File: config.mk
export PLATFORM = sky130hd
export DESIGN_NAME = supply_window_qual
export DESIGN_NICKNAME = d
export VERILOG_FILES = /design/src/rtl/swq_pkg.sv /design/src/rtl/swq_len_sel.sv /design/src/rtl/swq_window.sv /design/src/rtl/supply_window_qual.sv
export SDC_FILE = /design/constraint.sdc
export NUM_CORES = 1
export LEC_CHECK = 0
export BUFFER_PORTS_ARGS = -buffer_cell sky130_fd_sc_hd__buf_2
export CORE_AREA = 5 5 102 85
export CTS_CLUSTER_DIAMETER = 200
export DETAILED_ROUTE_END_ITERATION = 10
export DIE_AREA = 0 0 107 90
export GPL_TIMING_DRIVEN = 0
export SLEW_MARGIN = 5
export SYNTH_ARGS = -nofsm -noshare
export SYNTH_HDL_FRONTEND = slang
export SYNTH_SLANG_ARGS = --single-unit
export TNS_END_PERCENT = 10
File: constraint.sdc
create_clock -name clk -period 3.53 [get_ports clk]
set_input_delay 0.353 -clock clk [delete_from_list [all_inputs] [get_ports clk]]
set_output_delay 0.353 -clock clk [all_outputs]
set_load 0.01 [all_outputs]
File: src/rtl/swq_pkg.sv
package swq_pkg;
    typedef enum logic [2:0] {
        ST_LOCK  = 3'd0,
        ST_QUAL  = 3'd1,
        ST_GOOD  = 3'd2,
        ST_FILT  = 3'd3,
        ST_FAULT = 3'd4
    } swq_state_e;
endpackage

File: src/rtl/swq_len_sel.sv
module swq_len_sel #(
    parameter int CNT_W         = 16,
    parameter int DEFAULT_TICKS = 5
) (
    input  logic             use_default,
    input  logic [CNT_W-1:0] prog_ticks,
    output logic [CNT_W-1:0] last_idx
);
    localparam logic [CNT_W-1:0] DEF_LAST = CNT_W'(DEFAULT_TICKS - 1);

    logic [CNT_W-1:0] prog_last;

    // zero behaves as a single tick
    always_comb begin
        if (prog_ticks == '0) prog_last = '0;
        else                  prog_last = prog_ticks - 1'b1;
    end

    assign last_idx = use_default ? DEF_LAST : prog_last;
endmodule

File: src/rtl/swq_window.sv
module swq_window (
    input  logic above_uv,
    input  logic above_ov,
    output logic in_win
);
    assign in_win = above_uv & ~above_ov;
endmodule

File: src/rtl/supply_window_qual.sv
module supply_window_qual #(
    parameter int CNT_W         = 16,
    parameter int DEFAULT_TICKS = 5
) (
    input  logic             clk,
    input  logic             rst_n,
    input  logic             uvlo_ok,
    input  logic             above_uv,
    input  logic             above_ov,
    input  logic             tick,
    input  logic             use_default,
    input  logic [CNT_W-1:0] prog_ticks,
    output logic             supply_ok
);
    import swq_pkg::*;

    typedef struct packed {
        swq_state_e       st;
        logic [CNT_W-1:0] cnt;
        logic             ok;
    } swq_regs_t;

    swq_regs_t        r_d, r_q;
    logic             in_win;
    logic [CNT_W-1:0] last_idx;

    swq_len_sel #(.CNT_W(CNT_W), .DEFAULT_TICKS(DEFAULT_TICKS)) u_len (
        .use_default (use_default),
        .prog_ticks  (prog_ticks),
        .last_idx    (last_idx)
    );

    swq_window u_win (
        .above_uv (above_uv),
        .above_ov (above_ov),
        .in_win   (in_win)
    );

    always_comb begin
        r_d = r_q;
        if (!uvlo_ok) begin
            r_d.st  = ST_LOCK;
            r_d.cnt = '0;
        end else begin
            unique case (r_q.st)
                ST_LOCK: begin
                    r_d.st  = ST_QUAL;
                    r_d.cnt = '0;
                end
                ST_QUAL: begin
                    if (!in_win) begin
                        r_d.cnt = '0;
                    end else if (tick) begin
                        if (r_q.cnt == last_idx) begin
                            r_d.st  = ST_GOOD;
                            r_d.cnt = '0;
                        end else begin
                            r_d.cnt = r_q.cnt + 1'b1;
                        end
                    end
                end
                ST_GOOD: begin
                    if (!in_win) begin
                        r_d.st  = ST_FILT;
                        r_d.cnt = '0;
                    end
                end
                ST_FILT: begin
                    if (in_win) begin
                        r_d.st  = ST_GOOD;
                        r_d.cnt = '0;
                    end else if (tick) begin
                        if (r_q.cnt == last_idx) begin
                            r_d.st  = ST_FAULT;
                            r_d.cnt = '0;
                        end else begin
                            r_d.cnt = r_q.cnt + 1'b1;
                        end
                    end
                end
                ST_FAULT: begin
                    if (in_win) r_d.st = ST_GOOD;
                end
                default: begin
                    r_d.st  = ST_LOCK;
                    r_d.cnt = '0;
                end
            endcase
        end
        r_d.ok = (r_d.st == ST_GOOD) || (r_d.st == ST_FILT);
    end

    always_ff @(posedge clk or negedge rst_n) begin
        if (!rst_n) begin
            r_q.st  <= ST_LOCK;
            r_q.cnt <= '0;
            r_q.ok  <= 1'b0;
        end else begin
            r_q <= r_d;
        end
    end

    assign supply_ok = r_q.ok;

    p_lockout_forces_low_r1: assert property (@(posedge clk) disable iff (!rst_n)
        !uvlo_ok |=> !supply_ok);

    // a rise needs an in-window, unlocked cycle before it
    p_rise_needs_window_r2: assert property (@(posedge clk) disable iff (!rst_n)
        $rose(supply_ok) |-> $past(in_win && uvlo_ok));

    // a fall comes only from lockout or a tick taken while out of window
    p_fall_cause_r5: assert property (@(posedge clk) disable iff (!rst_n)
        $fell(supply_ok) |-> $past(!uvlo_ok || (tick && !in_win)));

    // valid and in window stays valid
    p_hold_in_window_r4: assert property (@(posedge clk) disable iff (!rst_n)
        (supply_ok && in_win && uvlo_ok) |=> supply_ok);

    // no tick out of window means no loss of valid
    p_no_tick_no_fall_r4: assert property (@(posedge clk) disable iff (!rst_n)
        (supply_ok && uvlo_ok && !tick) |=> supply_ok);
endmodule

Word-level counts from Yosys, hierarchy flattened
Cells that the tools add are included.
W data, S select, Z words.

storage, ports and cells
  memory bits (read-only) = 0
  bits in latches = 0
  bits of input ports = 23
  flip-flop bits (word level) = 20
  output and inout bits = 1
  memories = 0
  logic and storage cells = 37
  memory bits (writable) = 0

cells by class
  $mul = 0
  multiplexer cells = 15
  div/mod/pow operators = 0
  bitwise gates (word level) = 2
  shift operators = 0
  add/sub/neg operators = 2
  eq/ne operators = 11
  reduce and logical (&&, ||, !) cells = 4
  order comparisons = 0

operators with widths
  operator                 count
  $mux W19                 5
  $mux W16                 4
  $pmux W16 S4             1
  $add A16 B1 Y16 const B  1
  $eq A16 B16 Y1           1
  $logic_not A16 Y1        1
  $sub A16 B1 Y16 const B  1
  $pmux W3 S5              1
  $eq A3 B2 Y1 const B     4
  $mux W3                  4
  $ne A4 B4 Y1 const B     2
  $reduce_and A4 Y1        1
  $eq A3 B1 Y1 const B     1
  $eq A3 B3 Y1 const B     1
  $logic_not A3 Y1         1
  $ne A3 B3 Y1 const B     1
  $ne A2 B2 Y1 const B     1
  $and A1 B1 Y1            1
  $logic_or A1 B1 Y1       1
  $not A1 Y1               1

Longest topological paths before layout
Gate-level depths: netlist (run 1).

  depth in word-level cells = 11
  mapped depth = 13
  mapped depth without buffers = 11

Hierarchy
A second synthesis (run 1) with hierarchy kept.

second synthesis, totals
  cells, all modules = 193
  area, all modules = 1744.2 µm²

by module, submodules not included
  module              area an instance (µm²)  seq. area each (µm²)  cells each  times used
  supply_window_qual  1338.8                  500.5                 132         1
  swq_len_sel         391.6                   0.0                   60          1
  swq_window          13.8                    0.0                   1           1

Least setup slack after synthesis (run 1)
No wires, ideal clock.

  path type = input -> register
  from = input port prog_ticks[0]
  to = register r_q[13] in the netlist's numbering
  setup time = 124 ps
  path buffers = 2
  data required time = 3406 ps
  data arrival time = 3135 ps
  path slack = 271 ps
  stages on the path = 13
  cells stage by stage = inv_1 -> ha_1 -> or3b_2 -> buf_2 -> or3_1 -> xnor2_1 -> or4b_1 -> nand3_1 -> nand4_1 -> o21ai_4 -> buf_6 -> nor2_1 -> a211o_1

between the ends
  longest elaborated chain between the ends = 9
  elaborated cells on any way between the ends = 12
  those cells by class = add/sub: 1; eq/ne: 1; mux: 9; reduce/logical: 1

ends and longest elaborated chain
  what                                                  line                                                text
  start, declared                                       supply_window_qual.sv:12                            input logic [CNT_W-1:0] prog_ticks,
  $sub A16 B1 Y16 or $logic_not A16 Y1 (tied branches)  swq_len_sel.sv:16, swq_len_sel.sv:15
  $mux W16 (*)                                          swq_len_sel.sv:15                                   if (prog_ticks == '0) prog_last = '0;
  $mux W16 (*)                                          swq_len_sel.sv:19                                   assign last_idx = use_default ? DEF_LAST : prog_last;
  $eq A16 B16 Y1 (*)                                    supply_window_qual.sv:54, supply_window_qual.sv:73
  $mux W16 (*)                                          supply_window_qual.sv:54, supply_window_qual.sv:73
  $mux W19, on equally long branches                    supply_window_qual.sv:72, supply_window_qual.sv:53
  $mux W19 or $mux W16 (tied branches)                  supply_window_qual.sv:69, supply_window_qual.sv:51
  $pmux W16 S4 (*)                                      supply_window_qual.sv:45                            unique case (r_q.st)
  $mux W19 (*)                                          supply_window_qual.sv:41                            if (!uvlo_ok) begin
  end signal, assigned                                  supply_window_qual.sv:99                            r_q <= r_d;
  end, declared                                         supply_window_qual.sv:23                            swq_regs_t r_d, r_q;

Mark *: on every way between the ends. The rest lies on a longest branch, timed or not. The select of a mux whose other input is x is not followed.
A chain may end at the register's enable or synchronous reset.

Final worst setup path (run 1)
  from = input port prog_ticks[0]
  to = register r_q[6] in the netlist's numbering

The elaborated chain is that of the path after synthesis.

==> run metrics, run 1 <==
status=finished clean; CP Max Fanout=7; GPL Wtd Cong=0.810; nets=333; boundary pin count=24; asr flop ratio synth=100%; Static Leakage=0.971 nW; kind of critical path=input port to flip-flop; vias in the first global route=1987; clk_lat worst skew=0.26 ns; Die Wd=107 um; P&R area growth vs syn=15.6%; post-route insts no fill=399; post-synth top area share=23.0%; largest area contributor in the netlist=dfrtp_1; PwrDens=230 nW/um^2; largest net degree at the start of global routing=21; Synth Register Bits=20; Gate Count Post-Synth=280; GR peak layer=met1; initial core utilization=28.6%; Post-Route WL=5650 um; CP most frequent cell=buf_2; Max-Cap Viols=0; CTS Buf Count=3; total power=0.578 mW; WL/cell=14.2 um; Die Y=90 um; hold_buf cts=0; Cell Chain, Critical Path=buf_2 -> inv_2 -> ha_4 -> or3b_2 -> buf_2 -> or3_1 -> xnor2_2 -> or4b_1 -> nand3_1 -> nand4_1 -> o21ai_4 -> buf_4 -> o21bai_1 -> mux2_2; final setup skew=0.00205 ns; post-placement cell area=2380 um^2; Top FF cell, synth=dfrtp_1; Detail Placement HPWL=4390 um; synthesized area per cell=7.78 um^2; initial antenna violation count=0; final count of negative-setup-slack endpoints=0; Max clock buf depth=2; Tightest Pin Transition=0.605 ns; Crit. End Element=flip-flop; cell area after layout=2520 um^2; Row Count=29; final antenna-violating net count=0; fin. max-slew vios=0; Antenna diodes=0; core region area=7620 um^2; number of buffers and inverters on the critical path=4; Worst setup SP type=input port; Hold Vio Cnt, Final=0; Pre-antenna DRT Iters=4; yosys warns=0; Root Driver=clkbuf_8; Vias/cell=5.31; Crit path max-delay family=simple AND/OR/NAND/NOR gates; total grt overflow=0; final hold slack=0.0259 ns; max incr delay on CP=0.51 ns; routed via count=2119; EDFF count, synth=0; Slew HR=59.1%; gr usage total=12.1%; Hold Path Class=input port to async pin; Tmin final=3.43 ns; grt met2 use=18.0%; unrepaired setup endpoints after global routing=true; Distinct cells, synth=59; first-pass GRT wire length=9750 um; Placed Instances=391; H-tree level count=1; Critical Path RT=3.69 ns; layout cells sized above 1=17.6%; Arr. time, crit path=3.58 ns; register area share after synthesis=23.0%; synth top area cells=dfrtp_1 23%, nand2_1 4.7%, xnor2_1 4.0%, nor2_1 3.8%, o21ai_0 3.0%; drt drc=0; Sink Count=20; Critical Path Slowest Stage Cell=or4b_1; final period utilization=97.1%; Clock Pin Slew Worst Setup and Hold Paths=0.08 ns; Die ar.=9630 um^2; f_max=0.292 GHz; post-synthesis net count=306; M3 GR Usage=2.15%; post-synthesis cell area=2180 um^2; DRT iter0 DRCs=93; number of I/O port buffers=18; met1 usage in global routing=18.7%; worst vdd ir=0.156 mV; CTS tree=built
## stage by stage
step | util (%) | setup TNS [ns] | setup WS [ns]
final | 33.0 | 0 | 0.104
after global routing | 33.0 | -0.119 | -0.0318
after CTS | 32.2 | 0 | 0.0000937
after detailed placement | 31.3 | -3.10 | -0.254
after global placement | 31.3 | -3.08 | -0.246
after floorplan | - | 0 | 0.271
## where the power goes
part / leakage (nW) / internal, mW / switching [mW]
Clock: 0.0357 / 0.152 / 0.0844
Sequential: 0.276 / 0.230 / 0.00153
Combinational: 0.659 / 0.0441 / 0.0667
Total: 0.971 / 0.426 / 0.153
## placed cells by master, fill, tap and decap left out, types with 4 or more instances in the layout
cell type   n
a211o_1     4
a21boi_0    4
a21o_1      5
a21oi_1     9
and3_1      9
buf_2      21
buf_4       5
clkbuf_1   11
dfrtp_1    20
inv_1      10
nand2_1    27
nand2b_1    9
nand3_1    11
nand4_1     6
nor2_1     22
nor3_1     12
nor3b_1     7
o21ai_0    13
o21bai_1    8
o31ai_1     4
or3_1       5
or4_1       4
xnor2_1     9
xor2_1      5
## state kept, by name, indices dropped and copies added, names as in the netlist
signal     count
r_q           19
supply_ok      1
## final cells by class
| class | count | area [um^2] |
|---|---|---|
| Clock buffer | 3 | 41.3 |
| Multi-Input combinational cell | 229 | 1560 |
| Tap cell | 93 | 116 |
| Clock inverter | 1 | 30.0 |
| Buffer | 20 | 108 |
| Fill cell | 819 | 5100 |
| Sequential cell | 20 | 500 |
| Timing Repair Buffer | 22 | 118 |
| Inverter | 11 | 41.3 |
## final timing paths
path                                     from  slack, ns      end  depth (start not counted)
worst min register to register         r_q[7]       0.60   r_q[7]                          1
worst min-delay path                    rst_n       0.03  r_q[14]                          1
worst max register to register        r_q[14]       0.74   r_q[6]                         10
max in group asynchronous               rst_n       3.19  r_q[19]                          1
min in group clk                      uvlo_ok       0.34  r_q[19]                          3
worst max-delay path            prog_ticks[0]       0.10   r_q[6]                         14
## routing by layer
layer  vias to the layer above  wire, um
met5                         -         0
met4                         0         0
met3                         0       272
met2                        46      2530
met1                       994      2850
li1                       1079         -
## cell usage after synthesis (all sizes together) (2+ instances only)
library cell and instances:
o211ai 2, nand2 27, o21ai 14, a41o 2
nand3 11, mux2 2, inv 11, ha 3
a211oi 3, or2 3, o2111ai 3, a32oi 2
nor2b 3, or3 5, clkbuf 11, nor3b 7
a211o 4, o41a 2, nor3 13, nor4 5
nor2 23, a31oi 3, nand2b 9, or3b 2
dfrtp 20, a21boi 4, xnor2 10, or4 5
a21o 5, a21oi 9, a2111oi 3, and3 9
buf 9, xor2 5, o21bai 8, o31ai 4
nand4 6
## kinds of logic (layout without fill, tap and decap cells)
| family | after synthesis | in the layout | share of synthesized area (%) |
|---|---|---|---|
| simple gates | 132 | 132 | 34.7 |
| buf+inv | 31 | 57 | 6.72 |
| compound gates | 75 | 75 | 25.3 |
| mux | 3 | 3 | 1.49 |
| flops | 20 | 20 | 23.0 |
| xor+xnor | 16 | 16 | 7.07 |
| fa+ha+maj | 3 | 3 | 1.72 |
## what timing repair did
| action | 4_1_cts | 5_1_grt |
|---|---|---|
| resized for setup | 0 | 8 |
| setup buffers | 0 | 3 |
| setup endpoints to repair | 0 | 20 |
No activity file was read; power rests on OpenSTA's default activity.
==> inputs of run 2 (changes only) <==
Settings changed: CORE_AREA 5 5 102 85 to 5 5 74 63, DIE_AREA 0 0 107 90 to 0 0 79 68, PLACE_DENSITY set to 0.78.
Clock period 3.53 ns to 3.8 ns, I/O delays scaled along.
==> run metrics, run 2 (same netlist as run 1, synthesis figures left out) <==
status=finished clean; Hold Path Class=input port to async pin; r2r setup slk=0.97 ns (+0.23 ns); core region area=3920 um^2 (-49%); final hold slack=0.0692 ns (+0.0433 ns); Static Leakage=0.933 nW (-3.9%); boundary pin count=24 (unchanged); commonest non-fill, non-tap cell in the layout=nand2_1; DRT iter0 DRCs=173 (+86%); Worst setup SP type=input port; most frequent cells in the layout=27 x nand2_1, 22 x nor2_1, 21 x buf_2; Die Y=68 um (-24%); CP Max Fanout=10 (+3); Critical Path Slowest Stage Cell=nor4b_1; nets=329 (-1.2%); final period utilization=95.3%; Setup Fix Bufs, Post-CTS=0 (unchanged); Slew HR=45.9% (-13 points); Root Driver=clkbuf_8; Gates resized, CTS repair=0 (unchanged); fin. max-slew vios=0 (unchanged); routed via count=2163 (+2.1%); drt drc=0 (unchanged); layout cells sized above 1=14.6% (-3.0 points); largest net degree at the start of global routing=21 (unchanged); kind of critical path=input port to flip-flop; Met2 Wirelength=2520 um (-0.36%); Detail Placement HPWL=4180 um (-4.6%); Vias/cell=6.23 (+17%); Worst Setup SP=prog_ticks[0]; P&R area growth vs syn=8.68%; GPL Wtd Cong=0.852 (+5.2%); f_max=0.276 GHz; Row Count=21 (-28%); largest reg by FF count=r_q; total grt overflow=0 (unchanged); highest metal used=met4; Critical Path RT=3.95 ns (+0.26 ns); Sink Count=20 (unchanged); H-tree level count=1 (unchanged); WL/cell=15.7 um (+11%); Antenna diodes=0 (unchanged); CP most frequent cell=buf_2; worst reg2reg startpoint=r_q[5]; r2r endpoint=r_q[13]; max incr delay on CP=0.56 ns (+0.05 ns); CTS Buf Count=3 (unchanged); final count of negative-setup-slack endpoints=0 (unchanged); Max-Cap Viols=0 (unchanged); Tightest Pin Transition=0.804 ns (+0.198 ns); cell count of the worst reg-to-reg path=10 (unchanged); Max clock buf depth=2 (unchanged); Tmin final=3.62 ns; Pre-antenna DRT Iters=4 (unchanged); Die Wd=79 um (-26%); CTS tree=built; Post-Route WL=5430 um (-3.8%); hold_buf cts=0 (unchanged); Crit. End Element=flip-flop; Arr. time, crit path=3.77 ns (+0.19 ns); first-pass GRT wire length=9290 um (-4.7%); vias in the first global route=1992 (+0.25%); initial antenna violation count=0 (unchanged); unrepaired setup endpoints after global routing=false; gr usage total=21.6% (+9.5 points); final setup skew=0.00180 ns (-0.000252 ns); Clock Pin Slew Worst Setup and Hold Paths=0.07 ns (about the same); met3 WL=287 um (+5.5%); number of I/O port buffers=18 (unchanged); clk_lat worst skew=0.26 ns (about the same); PwrDens=193 nW/um^2 (-16%); total power=0.456 mW (-21%); Cell Chain, Critical Path=buf_2 -> inv_1 -> ha_1 -> nor4b_1 -> a41oi_1 -> buf_2 -> o21ai_0 -> o311ai_0 -> a32oi_1 -> nand4_1 -> o21ai_4 -> buf_6 -> nor2_1 -> a211o_1; initial core utilization=55.6% (+27 points); Hold Vio Cnt, Final=0 (unchanged); max reg flops=19 (unchanged); Die ar.=5370 um^2 (-44%); M1 WL=2610 um (-8.4%); worst vdd ir=0.194 mV (+24%); final antenna-violating net count=0 (unchanged)
[run 2: cell type report]
class | instances | area [um^2]
multi-input cells | 229 | 1530
clock buffers | 3 | 41.3
well taps | 46 | 57.6
fillers | 365 | 1550
inverters | 11 | 41.3
repair buffers | 18 | 90.1
flip-flops and latches | 20 | 500
plain buffers | 20 | 105
[run 2: how the worst max path moves through the flow]
| stage | endpoint | slack, ns | cells past startpoint |
|---|---|---|---|
| floorplan | r_q[13] | 0.51 | 13 |
| global placement | r_q[14] | 0.05 | 14 |
| detailed placement | r_q[13] | -0.01 | 14 |
| CTS | r_q[13] | 0.27 | 14 |
| global route | r_q[9] | 0.003 | 14 |
| finish | r_q[13] | 0.18 | 14 |
[run 2: report_power, final]
| group | internal (mW) | switching [mW] | leakage [nW] | total, mW |
|---|---|---|---|---|
| registers | 0.214 | 0.00139 | 0.276 | 0.215 |
| clock network | 0.0706 | 0.0710 | 0.0216 | 0.142 |
| logic | 0.0381 | 0.0611 | 0.635 | 0.0992 |
[run 2: metal layers]
metal  track usage (%)  vias to the layer above
met2              35.9                       75
met4              3.86                        0
met3              3.03                        2
li1                  -                     1077
met1              30.5                     1009
met5                 0                        -
[run 2: worst max-delay path: cells and delay by family]
family,cells,cell delay (ns)
AO/OA/AOI/OAI,6,1.61
buffers and inverters,4,0.79
AND/OR/NAND/NOR,3,0.84
adder cells (fa/ha/maj),1,0.14
[run 2: per-stage QoR]
| step | TNS, ns | instances | cell area, um^2 | utilization [%] | worst slack, ns |
|---|---|---|---|---|---|
| 6_report | 0 | 347 | 2370 | 60.4 | 0.180 |
| 5_1_grt | 0 | 347 | 2370 | 60.4 | 0.00340 |
| 4_1_cts | 0 | 347 | 2370 | 60.4 | 0.269 |
| 3_5_place_dp | -0.0191 | 344 | 2320 | 59.4 | -0.0112 |
| 3_3_place_gp | 0 | 344 | 2320 | 59.4 | 0.0452 |
| 2_1_floorplan | 0 | 280 | 2180 | - | 0.514 |
==> inputs of run 3 (changes only) <==
Settings changed: CORE_AREA 5 5 74 63 to 5 5 111 92, DIE_AREA 0 0 79 68 to 0 0 116 97, PLACE_DENSITY 0.78 to not set.
==> run metrics, run 3 (same netlist as run 1, synthesis figures left out) <==
worst vdd ir=0.133 mV (-31%); Worst setup SP type=input port; final period utilization=92.6% (-2.7 points); total grt overflow=0 (unchanged); CTS Buf Count=3 (unchanged); final antenna-violating net count=0 (unchanged); Arr. time, crit path=3.65 ns (-0.12 ns); Max clock buf depth=2 (unchanged); Vias/cell=5.13 (-18%); max reg flops=19 (unchanged); PwrDens=211 nW/um^2 (+9.3%); final count of negative-setup-slack endpoints=0 (unchanged); Hold Vio Cnt, Final=0 (unchanged); nets=329 (unchanged); core region area=8920 um^2 (+130%); r2r setup slk=0.95 ns (-0.02 ns); Critical Path RT=3.93 ns (-0.02 ns); Die Wd=116 um (+47%); first-pass GRT wire length=9430 um (+1.5%); f_max=0.284 GHz (+2.9%); number of I/O port buffers=18 (unchanged); initial antenna violation count=0 (unchanged); initial core utilization=24.4% (-31 points); status=finished clean; Crit. End Element=flip-flop; DRT iter0 DRCs=101 (-42%); Root Driver=clkbuf_16; unrepaired setup endpoints after global routing=false; commonest non-fill, non-tap cell in the layout=nand2_1; Detail Placement HPWL=4460 um (+6.7%); Tmin final=3.52 ns (-0.102 ns); Pre-antenna DRT Iters=4 (unchanged); fin. max-slew vios=0 (unchanged); vias in the first global route=1929 (-3.2%); Tightest Pin Transition=0.682 ns (-0.122 ns); Die Y=97 um (+43%); Sum Neg Setup Slack=0 ns (unchanged); post-route insts no fill=416 (+20%); Crit path max-delay family=simple AND/OR/NAND/NOR gates; kind of critical path=input port to flip-flop; P&R area growth vs syn=14.8%; final core occ=28.0% (-32 points); Placed Instances=413 (+20%); CP Max Fanout=10 (unchanged); Sink Count=20 (unchanged); max incr delay on CP=0.52 ns (-0.04 ns); worst reg2reg startpoint=r_q[5]; layout cells sized above 1=15.3% (+0.66 points); Row Count=31 (+48%); Cell Chain, Critical Path=buf_2 -> inv_1 -> ha_1 -> or3b_2 -> buf_2 -> or3_1 -> xnor2_1 -> or4b_1 -> nand3_1 -> nand4_1 -> o21ai_4 -> buf_6 -> nor2_1 -> a211o_1; Gates resized, CTS repair=0 (unchanged); Die ar.=11300 um^2 (+110%); Critical Path Slowest Stage Cell=or4b_1; number of buffers and inverters on the critical path=4 (unchanged); Max-Cap Viols=0 (unchanged); r2r endpoint=r_q[13]; Setup Fix Bufs, Post-CTS=0 (unchanged); final hold slack=0.0789 ns (+0.00962 ns); final setup skew=0.00205 ns (+0.000244 ns); Antenna diodes=0 (unchanged); critical path depth=14 (unchanged); H-tree level count=1 (unchanged); Clock Pin Slew Worst Setup and Hold Paths=0.05 ns (-0.02 ns); largest net degree at the start of global routing=21 (unchanged); GPL Wtd Cong=0.788 (-7.6%); drt drc=0 (unchanged); boundary pin count=24 (unchanged); cell count of the worst reg-to-reg path=10 (unchanged); CP most frequent cell=buf_2; most frequent cells in the layout=27 x nand2_1, 22 x nor2_1, 21 x buf_2; clk_lat worst skew=0.25 ns (about the same); hold_buf cts=0 (unchanged); routed via count=2135 (-1.3%); WL/cell=13.4 um (-14%); CTS tree=built; Hold Path Class=input port to async pin; gr usage total=9.97% (-12 points); Slew HR=54.0% (+8.0 points); Static Leakage=0.950 nW (+1.8%); largest reg by FF count=r_q; Post-Route WL=5590 um (+2.9%)
-- run 3: changes by cell type in the layout (fill, tap and decap cells not counted) --
cell,previous run,this run
nor4_2,0,1
clkbuf_16,0,3
nor4b_2,0,1
nor4_1,2,1
nor4b_1,1,0
clkbuf_8,3,0
-- run 3: report_power, final --
part	switching (mW)	internal (mW)	leakage [nW]
Sequential	0.00139	0.214	0.276
Combinational	0.0610	0.0384	0.637
Clock	0.0726	0.139	0.0370
Total	0.135	0.391	0.950
-- run 3: layout make-up --
cell class	instances	area (um^2)
Timing Repair Buffer	18	90.1
Buffer	20	105
Sequential cell	20	500
Multi-Input combinational cell	229	1540
Tap cell	115	144
Clock buffer	3	75.1
Inverter	11	41.3
Fill cell	979	6420
-- run 3: worst max path at each step --
stage / start / to
after floorplan: prog_ticks[0] / r_q[13]
after global placement: prog_ticks[0] / r_q[13]
after detailed placement: prog_ticks[0] / r_q[14]
after CTS: prog_ticks[0] / r_q[13]
after global routing: prog_ticks[0] / r_q[9]
final: prog_ticks[0] / r_q[13]
-- run 3: metrics by stage --
stage / instance area, um^2 / power (mW) / worst slack [ns]
6_report: 2500 / 0.526 / 0.282
5_1_grt: 2500 / 0.555 / 0.0375
4_1_cts: 2490 / 0.531 / 0.257
3_5_place_dp: 2410 / 0.317 / 0.00363
3_3_place_gp: 2410 / 0.316 / 0.0105
2_1_floorplan: 2180 / 0.281 / 0.514
-- run 3: routing by layer --
| layer | GRT usage, % | share of wire [%] | vias to the layer above |
|---|---|---|---|
| met5 | 0 | 0 | - |
| met4 | 0.268 | 0.14 | 0 |
| met3 | 1.87 | 5.2 | 2 |
| met2 | 15.5 | 46 | 49 |
| met1 | 15.1 | 49 | 1002 |
| li1 | - | - | 1082 |
